**config.mk**
```make
export PLATFORM = sky130hd
export DESIGN_NAME = lrst_nmi_steer
export DESIGN_NICKNAME = d
export VERILOG_FILES = /design/src/rtl/lrn_pkg.sv /design/src/rtl/lrn_pin_filter.sv /design/src/rtl/lrn_cmd_decode.sv /design/src/rtl/lrn_core_fsm.sv /design/src/rtl/lrst_nmi_steer.sv
export SDC_FILE = /design/constraint.sdc
export NUM_CORES = 1
export LEC_CHECK = 0
export BUFFER_PORTS_ARGS = -buffer_cell sky130_fd_sc_hd__buf_2
export CAP_MARGIN = 20
export CORE_ASPECT_RATIO = 0.7
export CORE_UTILIZATION = 55
export CTS_CLUSTER_SIZE = 28
export DETAILED_ROUTE_END_ITERATION = 8
export GPL_ROUTABILITY_DRIVEN = 0
export PLACE_DENSITY = 0.86
export SKIP_CTS_REPAIR_TIMING = 1
export SYNTH_ARGS = -nofsm -noshare
export SYNTH_HDL_FRONTEND = slang
export SYNTH_SLANG_ARGS = --single-unit
export TNS_END_PERCENT = 10
```
**constraint.sdc**
```tcl
create_clock -name clk -period 3.9 [get_ports clk]
set_input_delay 0.195 -clock clk [delete_from_list [all_inputs] [get_ports clk]]
set_output_delay 0.195 -clock clk [all_outputs]
set_load 0.02 [all_outputs]
```
**src/rtl/lrn_pkg.sv**
```systemverilog
package lrn_pkg;

    typedef enum logic [1:0] {
        CMD_NONE    = 2'd0,
        CMD_RESET   = 2'd1,
        CMD_NMI     = 2'd2,
        CMD_RELEASE = 2'd3
    } pin_cmd_e;

    typedef enum logic [1:0] {
        CS_CLEAR = 2'd0,
        CS_RESET = 2'd1,
        CS_NMI   = 2'd2,
        CS_BOTH  = 2'd3
    } core_state_e;

endpackage

```
**src/rtl/lrn_pin_filter.sv**
```systemverilog
module lrn_pin_filter #(
    parameter int          WIDTH       = 6,
    parameter int          SYNC_STAGES = 2,
    parameter logic [WIDTH-1:0] IDLE_VAL = '1
) (
    input  logic             clk,
    input  logic             rst_n,
    input  logic [WIDTH-1:0] raw_i,
    output logic [WIDTH-1:0] data_o,
    output logic             stable_o
);

    localparam int LAST = SYNC_STAGES - 1;

    logic [WIDTH-1:0] chain_q [SYNC_STAGES];
    logic [WIDTH-1:0] held_q;

    // synchroniser chain
    always_ff @(posedge clk or negedge rst_n) begin
        if (!rst_n) begin
            for (int s = 0; s < SYNC_STAGES; s++) begin
                chain_q[s] <= IDLE_VAL;
            end
        end else begin
            chain_q[0] <= raw_i;
            for (int s = 1; s < SYNC_STAGES; s++) begin
                chain_q[s] <= chain_q[s-1];
            end
        end
    end

    // previous synchronised value, used for the stability test
    always_ff @(posedge clk or negedge rst_n) begin
        if (!rst_n) begin
            held_q <= IDLE_VAL;
        end else begin
            held_q <= chain_q[LAST];
        end
    end

    assign data_o   = held_q;
    assign stable_o = (chain_q[LAST] == held_q);

endmodule

```
**src/rtl/lrn_cmd_decode.sv**
```systemverilog
module lrn_cmd_decode
    import lrn_pkg::*;
#(
    parameter int SEL_W     = 3,
    parameter int NUM_CORES = 4
) (
    input  logic [SEL_W-1:0]     sel_i,
    input  logic                 lrst_n_i,
    input  logic                 nmi_n_i,
    input  logic                 en_n_i,
    input  logic                 stable_i,
    output pin_cmd_e             cmd_o,
    output logic [NUM_CORES-1:0] target_o
);

    localparam int IDX_W = SEL_W - 1;

    logic             broadcast;
    logic [IDX_W-1:0] core_idx;

    assign broadcast = sel_i[SEL_W-1];
    assign core_idx  = sel_i[IDX_W-1:0];

    always_comb begin
        cmd_o    = CMD_NONE;
        target_o = '0;
        if (stable_i && !en_n_i) begin
            if (!lrst_n_i) begin
                cmd_o = CMD_RESET;
            end else if (!nmi_n_i) begin
                cmd_o = CMD_NMI;
            end else begin
                cmd_o = CMD_RELEASE;
            end
            if (broadcast) begin
                target_o = '1;
            end else begin
                target_o = NUM_CORES'(1) << core_idx;
            end
        end
    end

endmodule

```
**src/rtl/lrn_core_fsm.sv**
```systemverilog
module lrn_core_fsm
    import lrn_pkg::*;
(
    input  logic     clk,
    input  logic     rst_n,
    input  pin_cmd_e cmd_i,
    input  logic     hit_i,
    input  logic     sw_lrst_i,
    input  logic     sw_nmi_i,
    input  logic     wdt_lrst_i,
    input  logic     wdt_nmi_i,
    output logic     lrst_o,
    output logic     nmi_o
);

    core_state_e state_q;
    core_state_e state_d;
    logic        do_rst;
    logic        do_nmi;
    logic        do_rel;
    logic        flag_rst;
    logic        flag_nmi;
    logic        nmi_lvl;
    logic        nmi_lvl_q;

    assign do_rst = hit_i && (cmd_i == CMD_RESET);
    assign do_nmi = hit_i && (cmd_i == CMD_NMI);
    assign do_rel = hit_i && (cmd_i == CMD_RELEASE);

    always_comb begin
        state_d = state_q;
        unique case (state_q)
            CS_CLEAR: begin
                if (do_rst)      state_d = CS_RESET;
                else if (do_nmi) state_d = CS_NMI;
            end
            CS_RESET: begin
                if (do_nmi)      state_d = CS_BOTH;
                else if (do_rel) state_d = CS_CLEAR;
            end
            CS_NMI: begin
                if (do_rst)      state_d = CS_BOTH;
                else if (do_rel) state_d = CS_CLEAR;
            end
            CS_BOTH: begin
                if (do_rel)      state_d = CS_CLEAR;
            end
        endcase
    end

    // state register
    always_ff @(posedge clk or negedge rst_n) begin
        if (!rst_n) begin
            state_q <= CS_CLEAR;
        end else begin
            state_q <= state_d;
        end
    end

    assign flag_rst = (state_q == CS_RESET) || (state_q == CS_BOTH);
    assign flag_nmi = (state_q == CS_NMI)   || (state_q == CS_BOTH);
    assign nmi_lvl  = flag_nmi || sw_nmi_i || wdt_nmi_i;

    // registered outputs
    always_ff @(posedge clk or negedge rst_n) begin
        if (!rst_n) begin
            lrst_o    <= 1'b0;
            nmi_o     <= 1'b0;
            nmi_lvl_q <= 1'b0;
        end else begin
            lrst_o    <= flag_rst || sw_lrst_i || wdt_lrst_i;
            nmi_o     <= nmi_lvl && !nmi_lvl_q;
            nmi_lvl_q <= nmi_lvl;
        end
    end

endmodule

```
**src/rtl/lrst_nmi_steer.sv**
```systemverilog
module lrst_nmi_steer
    import lrn_pkg::*;
#(
    parameter int SEL_W       = 3,
    parameter int SYNC_STAGES = 2,
    localparam int NUM_CORES  = 2 ** (SEL_W - 1)
) (
    input  logic                 clk,
    input  logic                 rst_n,
    input  logic [SEL_W-1:0]     pin_sel,
    input  logic                 pin_lrst_n,
    input  logic                 pin_nmi_n,
    input  logic                 pin_en_n,
    input  logic [NUM_CORES-1:0] sw_lrst_req,
    input  logic [NUM_CORES-1:0] sw_nmi_req,
    input  logic [NUM_CORES-1:0] wdt_lrst_req,
    input  logic [NUM_CORES-1:0] wdt_nmi_req,
    output logic [NUM_CORES-1:0] core_lrst,
    output logic [NUM_CORES-1:0] core_nmi
);

    localparam int PIN_W = SEL_W + 3;
    localparam logic [PIN_W-1:0] PIN_IDLE = {{SEL_W{1'b0}}, 3'b111};

    logic [PIN_W-1:0]     pins_raw;
    logic [PIN_W-1:0]     pins_flt;
    logic                 pins_stable;
    pin_cmd_e             cmd;
    logic [NUM_CORES-1:0] target;

    assign pins_raw = {pin_sel, pin_en_n, pin_lrst_n, pin_nmi_n};

    lrn_pin_filter #(
        .WIDTH       (PIN_W),
        .SYNC_STAGES (SYNC_STAGES),
        .IDLE_VAL    (PIN_IDLE)
    ) filter_i (
        .clk      (clk),
        .rst_n    (rst_n),
        .raw_i    (pins_raw),
        .data_o   (pins_flt),
        .stable_o (pins_stable)
    );

    lrn_cmd_decode #(
        .SEL_W     (SEL_W),
        .NUM_CORES (NUM_CORES)
    ) decode_i (
        .sel_i    (pins_flt[PIN_W-1:3]),
        .en_n_i   (pins_flt[2]),
        .lrst_n_i (pins_flt[1]),
        .nmi_n_i  (pins_flt[0]),
        .stable_i (pins_stable),
        .cmd_o    (cmd),
        .target_o (target)
    );

    for (genvar c = 0; c < NUM_CORES; c++) begin : g_core
        lrn_core_fsm core_i (
            .clk        (clk),
            .rst_n      (rst_n),
            .cmd_i      (cmd),
            .hit_i      (target[c]),
            .sw_lrst_i  (sw_lrst_req[c]),
            .sw_nmi_i   (sw_nmi_req[c]),
            .wdt_lrst_i (wdt_lrst_req[c]),
            .wdt_nmi_i  (wdt_nmi_req[c]),
            .lrst_o     (core_lrst[c]),
            .nmi_o      (core_nmi[c])
        );
    end

endmodule

```
==> reports/metrics.cfg, run 1 <==
[outcome]
outcome=complete, no violations

[logic_synthesis]
syn_nets=121
yosys-top-cells-area=dfrtp_1, dfstp_2, buf_4, or3_1, o21ai_0
synthCells=97
synth.distinct_cells=25
ys_seq_area_share_pct=70.5
synth_area_um2=1370
synth-seq-cells=38
avgSynthCellArea_um2=14.1
yosysTopAreaCellShare_pct=53.2
yosysTopAreaCell=dfrtp_1
ys_warn_count=0

[layout]
antenna_cells=0
finalNonFillerCells=167
area_growth_syn_to_layout_pct=19.4
mostFrequentLayoutCells=buf_2, dfrtp_1, o21ai_0, dfstp_2, or3_1
seq_area_um2=962
fin_nets=158
layout_commonest_cell=buf_2
nFillCells=156
final_cell_area_um2=1630
multi_input_comb_area_um2=328
drive_gt1_share_pct=37.8
utilization_pct=72.7

[pwr]
power_switching_mw=0.159
pwr-share-seq_pct=62.4
switching_share_pct=22.9
clockPowerShare_pct=29.4
intPower_mw=0.535
powerDensity_nw_per_um2=426
ir_worst_vdd_mv=0.225
p_leak_nw=0.749
power_frac_comb_pct=8.2
power_mw=0.694

[timing]
final.setup.tns_ns=0
finalMaxSlewViolations=0
fin_ws_ns=2.39
fmax_mhz=662
tightest_slew_ns=0.763
hold_viol=0
whs_ns=0.0310
slew_headroom_pct=49.1
setup_viol=0
rsz0062_at_grt=false
finalCritPeriodShare_pct=38.7
skew_ns=0.0132
min_period_ns=1.51

[route]
routedWlPerCell_um=13.3
firstDrtPassIters=6
ant_nets=0
via_count=853
drt_iter0_markers=14
viasPerCell=5.11
drt-total-wl_um=2230
drc_errors=0

[min_path]
min_delay_path_depth=2
holdCritStartpoint=wdt_lrst_req[2]
hp-class=in2reg
min_to=g_core[2].core_i.lrst_o$_DFF_PN0_

[place]
postPlaceCellArea_um2=1500
dp_hpwl_um=1590
dp_slack_ns=2.42
port_buffers=31
placed_cells=152

[global_route]
antenna_found_initial=0
grt_pass1_vias=811
grt_max_degree=39
grt_use_total_pct=19.2
globalRouteOverflowTotal=0
grt_pass1_wl_um=3390

[clocking]
cts.htree.levels=2
clk_path_buf_depth=2
clock-sinks=38
cts_tree=done
cts_buffers=5
clk_pin_slew_worst_paths_ns=0.10
clk_latency_ns=0.34
root_buffer=clkbuf_4

[floorplan]
die_h_um=43.7
initial_core_util_pct=60.9
core_area_um2=2240
ioPinCount=32
die_x_um=61.5
die-area_um2=2690
rows=14

[setup_path]
cp-start-kind=flip-flop
crit_required_ns=4.16
worstPathArrival_ns=1.77
r2r_cells=4
r2r_slack_ns=2.39
path_class=reg2reg
r2r_start=filter_i.data_o[0]$_DFF_PN1_
end_kind=flip-flop
r2r_end=g_core[0].core_i.state_q[1]$_DFFE_PN0P_
critPathMaxFanout=6

[job]
max_cap_violations=0

-- worst max-delay path, stage by stage (launching register included) --
cell      delay [ns]
dfstp_2         0.59
xor2_1          0.19
and4bb_2        0.32
o211ai_2        0.11
mux2i_1         0.23
-- layout make-up --
class,count,area share [%]
clock buffers,7,3.38
clock inverters,1,0.307
inverters,4,0.921
multi-input cells,47,20.1
flip-flops and latches,38,59.0
well taps,32,2.46
repair buffers,38,13.8
-- flip-flops by register name, summed over array words and instances (netlist names) --
| name | count |
|---|---|
| g_core.core_i.nmi_o | 4 |
| filter_i.chain_q | 12 |
| filter_i.data_o | 6 |
| g_core.core_i.nmi_lvl_q | 4 |
| g_core.core_i.lrst_o | 4 |
| g_core.core_i.state_q | 8 |
-- power by group through the flow --
stage	combinational [mW]	clock (mW)	sequential (mW)
2_1_floorplan	0.0319	0	0.437
3_3_place_gp	0.0495	0	0.439
3_5_place_dp	0.0523	0	0.441
4_1_cts	0.0527	0.211	0.433
5_1_grt	0.0638	0.229	0.436
6_report	0.0572	0.204	0.433
-- synth_stat cells --
master,n
nor4bb_1,1
nor4b_1,1
mux2i_1,4
nand3_1,1
dfstp_2,9
nand2b_1,2
nor4_1,1
xnor2_1,2
dfrtp_1,29
o21ai_1,3
nor3_1,1
nand4_1,1
and2_1,1
and3_1,1
nor2b_1,4
buf_4,8
o21ai_0,9
and4bb_2,1
o211ai_2,2
or3_1,8
nor4b_2,1
inv_1,4
xor2_1,1
nand2_1,1
nor2_1,1
-- cells by family after synthesis --
kind of cell | Yosys count | synth area share [%]
and+or+nand+nor | 26 | 12.9
buffers and inverters | 12 | 5.50
muxes | 4 | 2.93
xor gates and xnor gates | 3 | 1.93
DFF | 38 | 70.5
AOI/OAI and AO/OA | 14 | 6.23
-- metal layers --
metal | global-route usage, % | routed length [µm] | share of wire [%] | vias up
met5 | 0 | 0 | 0 | -
met4 | 16.0 | 96 | 4.3 | 0
met3 | 7.16 | 135 | 6.1 | 12
met2 | 29.0 | 1100 | 49 | 34
met1 | 21.4 | 897 | 40 | 405
li1 | - | - | - | 402
-- worst max-delay path by stage --
stage,start,to,slack [ns],cells after the start
floorplan,filter_i.data_o[0]$_DFF_PN1_,g_core[0].core_i.state_q[1]$_DFFE_PN0P_,2.57,4
global placement,filter_i.data_o[0]$_DFF_PN1_,g_core[1].core_i.state_q[1]$_DFFE_PN0P_,2.51,4
global route,filter_i.data_o[0]$_DFF_PN1_,g_core[0].core_i.state_q[1]$_DFFE_PN0P_,2.31,4
CTS,filter_i.data_o[0]$_DFF_PN1_,g_core[0].core_i.state_q[1]$_DFFE_PN0P_,2.39,4
detailed placement,filter_i.data_o[0]$_DFF_PN1_,g_core[0].core_i.state_q[1]$_DFFE_PN0P_,2.42,4
finish,filter_i.data_o[0]$_DFF_PN1_,g_core[0].core_i.state_q[1]$_DFFE_PN0P_,2.39,4
No activity file was read; power rests on OpenSTA's default activity.
==> run 2: changes to the inputs <==
--- a/config.mk
+++ b/config.mk
@@ -5,14 +5,15 @@
 export SDC_FILE = /design/constraint.sdc
 export NUM_CORES = 1
 export LEC_CHECK = 0
+export ABC_AREA = 1
 export BUFFER_PORTS_ARGS = -buffer_cell sky130_fd_sc_hd__buf_2
 export CAP_MARGIN = 20
 export CORE_ASPECT_RATIO = 0.7
-export CORE_UTILIZATION = 55
+export CORE_UTILIZATION = 52
 export CTS_CLUSTER_SIZE = 28
 export DETAILED_ROUTE_END_ITERATION = 8
 export GPL_ROUTABILITY_DRIVEN = 0
-export PLACE_DENSITY = 0.86
+export PLACE_DENSITY = 0.82
 export SKIP_CTS_REPAIR_TIMING = 1
 export SYNTH_ARGS = -nofsm -noshare
 export SYNTH_HDL_FRONTEND = slang
==> constraint.sdc (replaced) <==
create_clock -name clk -period 1.45 [get_ports clk]
set_input_delay 0.0725 -clock clk [delete_from_list [all_inputs] [get_ports clk]]
set_output_delay 0.0725 -clock clk [all_outputs]
set_load 0.02 [all_outputs]
==> run 2 against run 1 <==
Compared with the run above: the run now ends with negative setup slack left; first-iteration DRC count grew to 2.5 times the previous value; non-clock buffer count is 12 higher; critical path type unchanged; sequential share of layout area is 7.4 points lower; clock skew is 0.0051 ns lower; largest power group unchanged.
==> reports/metrics.cfg, run 2 <==
[timing]
whs_ns=0.0104
skew_ns=0.00809
hold_viol=0
min_period_ns=1.46
rsz0062_at_grt=true
tightest_slew_ns=0.536
finalMaxSlewViolations=0
fin_ws_ns=-0.00841
setup_viol=1
fmax_mhz=686
slew_headroom_pct=64.3
finalCritPeriodShare_pct=101

[layout]
antenna_cells=0
nFillCells=177
area_growth_syn_to_layout_pct=29.2
mostFrequentLayoutCells=buf_2, nand2_1, dfrtp_1, inv_1, dlygate4sd3_1
finalNonFillerCells=217
regMostFlops=filter_i.chain_q
layout_commonest_cell=buf_2
utilization_pct=73.0
fin_nets=206
drive_gt1_share_pct=32.2
largest_register_ffs=12

[floorplan]
die-area_um2=2990
rows=15
die_x_um=65.0
ioPinCount=32
initial_core_util_pct=56.5
die_h_um=46.1
core_area_um2=2550

[logic_synthesis]
syn_nets=158
ys.flop_type=dfrtp_1
yosysTopAreaCell=dfrtp_1
synth.distinct_cells=17
synth_area_um2=1440
synth-seq-cells=38
yosysTopAreaCellShare_pct=50.3
ys_warn_count=0
avgSynthCellArea_um2=10.8
synth_edf_count=0
synthCells=134
yosys-top-cells-area=dfrtp_1, dfstp_2, nand2_1, inv_1, buf_4
synthArstFlopShare_pct=100
synth_commonest_cells=dfrtp_1, nand2_1, inv_1
ys_seq_area_share_pct=66.7

[clocking]
clk_pin_slew_worst_paths_ns=0.07
clk_latency_ns=0.28
cts_tree=done
root_buffer=clkbuf_8
clock-sinks=38
cts_buffers=5
clk_path_buf_depth=2
cts.htree.levels=2

[setup_path]
cp-start-kind=flip-flop
path_class=reg2reg
worstPathArrival_ns=1.62
end_kind=flip-flop
critPathMaxFanout=2
crit_required_ns=1.61

[pwr]
powerDensity_nw_per_um2=1130
pwr-share-seq_pct=56.1
ir_worst_vdd_mv=0.719
p_leak_nw=0.929
switching_share_pct=22.5
power_switching_mw=0.476
power_frac_comb_pct=10.5
intPower_mw=1.63
clockPowerShare_pct=33.4

[min_path]
hp-class=in2reg

[outcome]
outcome=complete, but fails checks
violations=negative setup slack

[route]
drt-total-wl_um=2330
via_count=1005
routedWlPerCell_um=10.7
viasPerCell=4.63
drt_iter0_markers=35
firstDrtPassIters=4
ant_nets=0
drc_errors=0

[job]
max_cap_violations=0

[global_route]
grt_pass1_wl_um=3480
grt_pass1_vias=848
grt_use_total_pct=17.0
globalRouteOverflowTotal=0
grt_max_degree=27
antenna_found_initial=0

[place]
port_buffers=31
placed_cells=194
dp_hpwl_um=1640

run 2: cell types whose count changed after synthesis, moves of 3 or more:
cell	delta
or3_1	-4
nor2_1	+3
o21ai_1	-3
nor2b_1	-4
nand3_1	+9
nand2_1	+28
mux2i_1	-4
nand4_1	+3
o21ai_0	-5
a31oi_1	+4
inv_1	+17
run 2: area by class of cell:
class / instances / area [µm²] / area share (%)
Inverter: 23 / 88.8 / 4.77
Clock buffer: 8 / 90.1 / 4.83
Multi-Input combinational cell: 64 / 333 / 17.9
Tap cell: 34 / 42.5 / 2.28
Sequential cell: 38 / 962 / 51.6
Timing Repair Buffer: 50 / 348 / 18.7
run 2: metrics by stage:
stage	total power, mW	setup WS (ns)	TNS (ns)	cell area (µm²)
6_report	2.11	-0.00841	-0.00841	1860
5_1_grt	2.22	-0.0899	-0.655	1860
4_1_cts	2.11	-0.000497	-0.000497	1700
3_3_place_gp	1.38	0.0578	0	1610
3_5_place_dp	1.39	0.00484	0	1610
2_1_floorplan	1.31	0.0520	0	1440
run 2: path summary, 6_finish.rpt:
path | startpoint | endpoint | slack [ns] | cells past startpoint
setup / recovery | g_core[1].core_i.state_q[0]$_DFFE_PN0P_ | g_core[1].core_i.lrst_o$_DFF_PN0_ | -0.008 | 2
hold / removal | sw_nmi_req[1] | g_core[1].core_i.nmi_lvl_q$_DFF_PN0_ | 0.01 | 3
setup reg to reg | g_core[1].core_i.state_q[0]$_DFFE_PN0P_ | g_core[1].core_i.lrst_o$_DFF_PN0_ | -0.008 | 2
hold reg to reg | filter_i.chain_q[11]$_DFF_PN0_ | filter_i.chain_q[5]$_DFF_PN0_ | 0.35 | 0
max in group asynchronous | rst_n | g_core[3].core_i.nmi_o$_DFF_PN0_ | 0.64 | 3
min in group asynchronous | rst_n | g_core[2].core_i.state_q[0]$_DFFE_PN0P_ | 0.30 | 2
run 2: routing by layer:
layer | wire length, µm | up-vias | global-route usage, %
met3 | 155 | 2 | 9.16
met1 | 1000 | 468 | 18.0
met2 | 1160 | 29 | 28.5
met5 | 0 | - | 0
li1 | - | 506 | -
met4 | 11 | 0 | 8.00
run 2: cell families (layout without fill, tap and decap cells):
group	count (synthesis)	in the layout	synth area share (%)
buffers and inverters	32	81	10.9
AOI/OAI and AO/OA	8	8	3.12
and+or+nand+nor	56	56	19.3
DFF	38	38	66.7
run 2: power by group through the flow:
stage / registers (mW) / clock network (mW) / logic [mW]
6_report: 1.18 / 0.704 / 0.222
3_5_place_dp: 1.20 / 0 / 0.191
2_1_floorplan: 1.19 / 0 / 0.122
4_1_cts: 1.18 / 0.732 / 0.192
5_1_grt: 1.19 / 0.775 / 0.250
3_3_place_gp: 1.20 / 0 / 0.180
run 2: worst max-delay path: stages, from the launching register on:
cell	delay (ns)
dfrtp_1	0.39
or3_1	0.38
dlygate4sd3_1	0.57
==> run 3: changes to the inputs <==
--- a/config.mk
+++ b/config.mk
@@ -13,6 +13,7 @@
 export CTS_CLUSTER_SIZE = 28
 export DETAILED_ROUTE_END_ITERATION = 8
 export GPL_ROUTABILITY_DRIVEN = 0
+export MAX_ROUTING_LAYER = met4
 export PLACE_DENSITY = 0.82
 export SKIP_CTS_REPAIR_TIMING = 1
 export SYNTH_ARGS = -nofsm -noshare
==> run 3 against run 2 <==
Compared with the run above: the flow still finishes with violations (negative setup slack); via count shrank 0.20%; routed wire length rose by 0.17%; combinational power barely moved; sequential cell count unchanged; total power is 0.20% higher; register-to-register slack hardly changed; design area unchanged; critical path depth is the same; critical endpoint unchanged; largest cell class unchanged.
==> reports/metrics.cfg, run 3 (synthesis gave the netlist of run 2 again) <==
[outcome]
outcome=complete, but fails checks
violations=negative setup slack

[global_route]
grt_pass1_vias=845
grt_use_total_pct=17.5
grt_pass1_wl_um=3480
grt_max_degree=27
globalRouteOverflowTotal=0
antenna_found_initial=0

[timing]
rsz0062_at_grt=true
slew_headroom_pct=64.1
finalCritPeriodShare_pct=100
tightest_slew_ns=0.538
fin_ws_ns=-0.00696
final.setup.tns_ns=-0.00696
whs_ns=0.00840
min_period_ns=1.46
fmax_mhz=686
hold_viol=0
finalMaxSlewViolations=0
skew_ns=0.00741
setup_viol=1

[layout]
drive_gt1_share_pct=32.2
final_cell_area_um2=1860
fin_nets=206
largest_register_ffs=12
finalNonFillerCells=217
seq_area_um2=962
area_growth_syn_to_layout_pct=29.2
mostFrequentLayoutCells=buf_2, nand2_1, dfrtp_1, inv_1, dlygate4sd3_1
regMostFlops=filter_i.chain_q
antenna_cells=0
multi_input_comb_area_um2=333
nFillCells=177
layout_commonest_cell=buf_2

[setup_path]
crit_path_max_incr_delay_ns=0.57
r2r_slack_ns=-0.007
critPathMaxFanout=2
end_kind=flip-flop
r2r_start=g_core[1].core_i.state_q[0]$_DFFE_PN0P_
r2r_end=g_core[1].core_i.lrst_o$_DFF_PN0_
cp-start-kind=flip-flop
worstPathArrival_ns=1.62
r2r_cells=2
crit_required_ns=1.62
path_class=reg2reg
critical_path.cell_chain=or3_1 -> dlygate4sd3_1
cp_slowest_cell=dlygate4sd3_1

[place]
placed_cells=194
dp_hpwl_um=1640
port_buffers=31
postPlaceCellArea_um2=1610

[floorplan]
ioPinCount=32
core_area_um2=2550
rows=15
die_h_um=46.1
die_x_um=65.0
die-area_um2=2990
initial_core_util_pct=56.5

[min_path]
holdCritStartpoint=sw_nmi_req[1]
hp-class=in2reg
min_to=g_core[1].core_i.nmi_lvl_q$_DFF_PN0_
min_delay_path_depth=3

[route]
drc_errors=0
via_count=1003
viasPerCell=4.62
drt_iter0_markers=36
drt-total-wl_um=2330
firstDrtPassIters=4
routedWlPerCell_um=10.8
ant_nets=0

[pwr]
ir_worst_vdd_mv=0.726
p_leak_nw=0.929
powerDensity_nw_per_um2=1130

[clocking]
cts.htree.levels=2
clk_path_buf_depth=2
clk_pin_slew_worst_paths_ns=0.07
cts_tree=done
clk_latency_ns=0.28
root_buffer=clkbuf_8
clock-sinks=38
cts_buffers=5

[job]
max_cap_violations=0

run 3: cell counts in the layout (fill, tap and decap cells not counted):
Identical to the previous run, type by type.
run 3: cell type report:
cell class / instances / share of cell area, %
clock buffer: 8 / 4.83
timing repair buffer: 50 / 18.7
multi-input combinational: 64 / 17.9
inverter: 23 / 4.77
sequential: 38 / 51.6
tap: 34 / 2.28
run 3: critical path: cells and delay by family (launching register included):
kind,cells,cell delay (ns)
buf+inv,1,0.57
flops,1,0.39
simple gates,1,0.38
run 3: how the worst max path moves through the flow:
stage                                                  startpoint                                      end  slack [ns]
after floorplan                      filter_i.data_o[1]$_DFF_PN1_  g_core[1].core_i.state_q[1]$_DFFE_PN0P_        0.05
after global placement               filter_i.data_o[1]$_DFF_PN1_  g_core[0].core_i.state_q[0]$_DFFE_PN0P_        0.06
after detailed placement             filter_i.data_o[1]$_DFF_PN1_  g_core[2].core_i.state_q[0]$_DFFE_PN0P_       0.005
after CTS                            filter_i.data_o[1]$_DFF_PN1_  g_core[2].core_i.state_q[0]$_DFFE_PN0P_     -0.0005
after global routing                 filter_i.data_o[1]$_DFF_PN1_  g_core[1].core_i.state_q[0]$_DFFE_PN0P_       -0.09
final                     g_core[1].core_i.state_q[0]$_DFFE_PN0P_        g_core[1].core_i.lrst_o$_DFF_PN0_      -0.007
run 3: metal layers:
metal	GRT usage, %	vias to the layer above	wire length, µm
li1	-	506	-
met1	18.0	463	1020
met4	8.00	0	36
met5	-	-	0
met3	9.16	5	162
met2	28.5	29	1120
run 3: through the flow:
| stage | util (%) | power [mW] | setup slack, ns |
|---|---|---|---|
| final | 73.0 | 2.11 | -0.00696 |
| after global routing | 73.0 | 2.22 | -0.0899 |
| after global placement | 63.1 | 1.38 | 0.0578 |
| after CTS | 66.7 | 2.11 | -0.000497 |
| after floorplan | - | 1.31 | 0.0520 |
| after detailed placement | 63.1 | 1.39 | 0.00484 |
run 3: power by group:
group,internal [mW],leakage (nW),switching (mW)
clock network,0.387,0.0455,0.321
logic,0.101,0.448,0.121
registers,1.15,0.436,0.0376
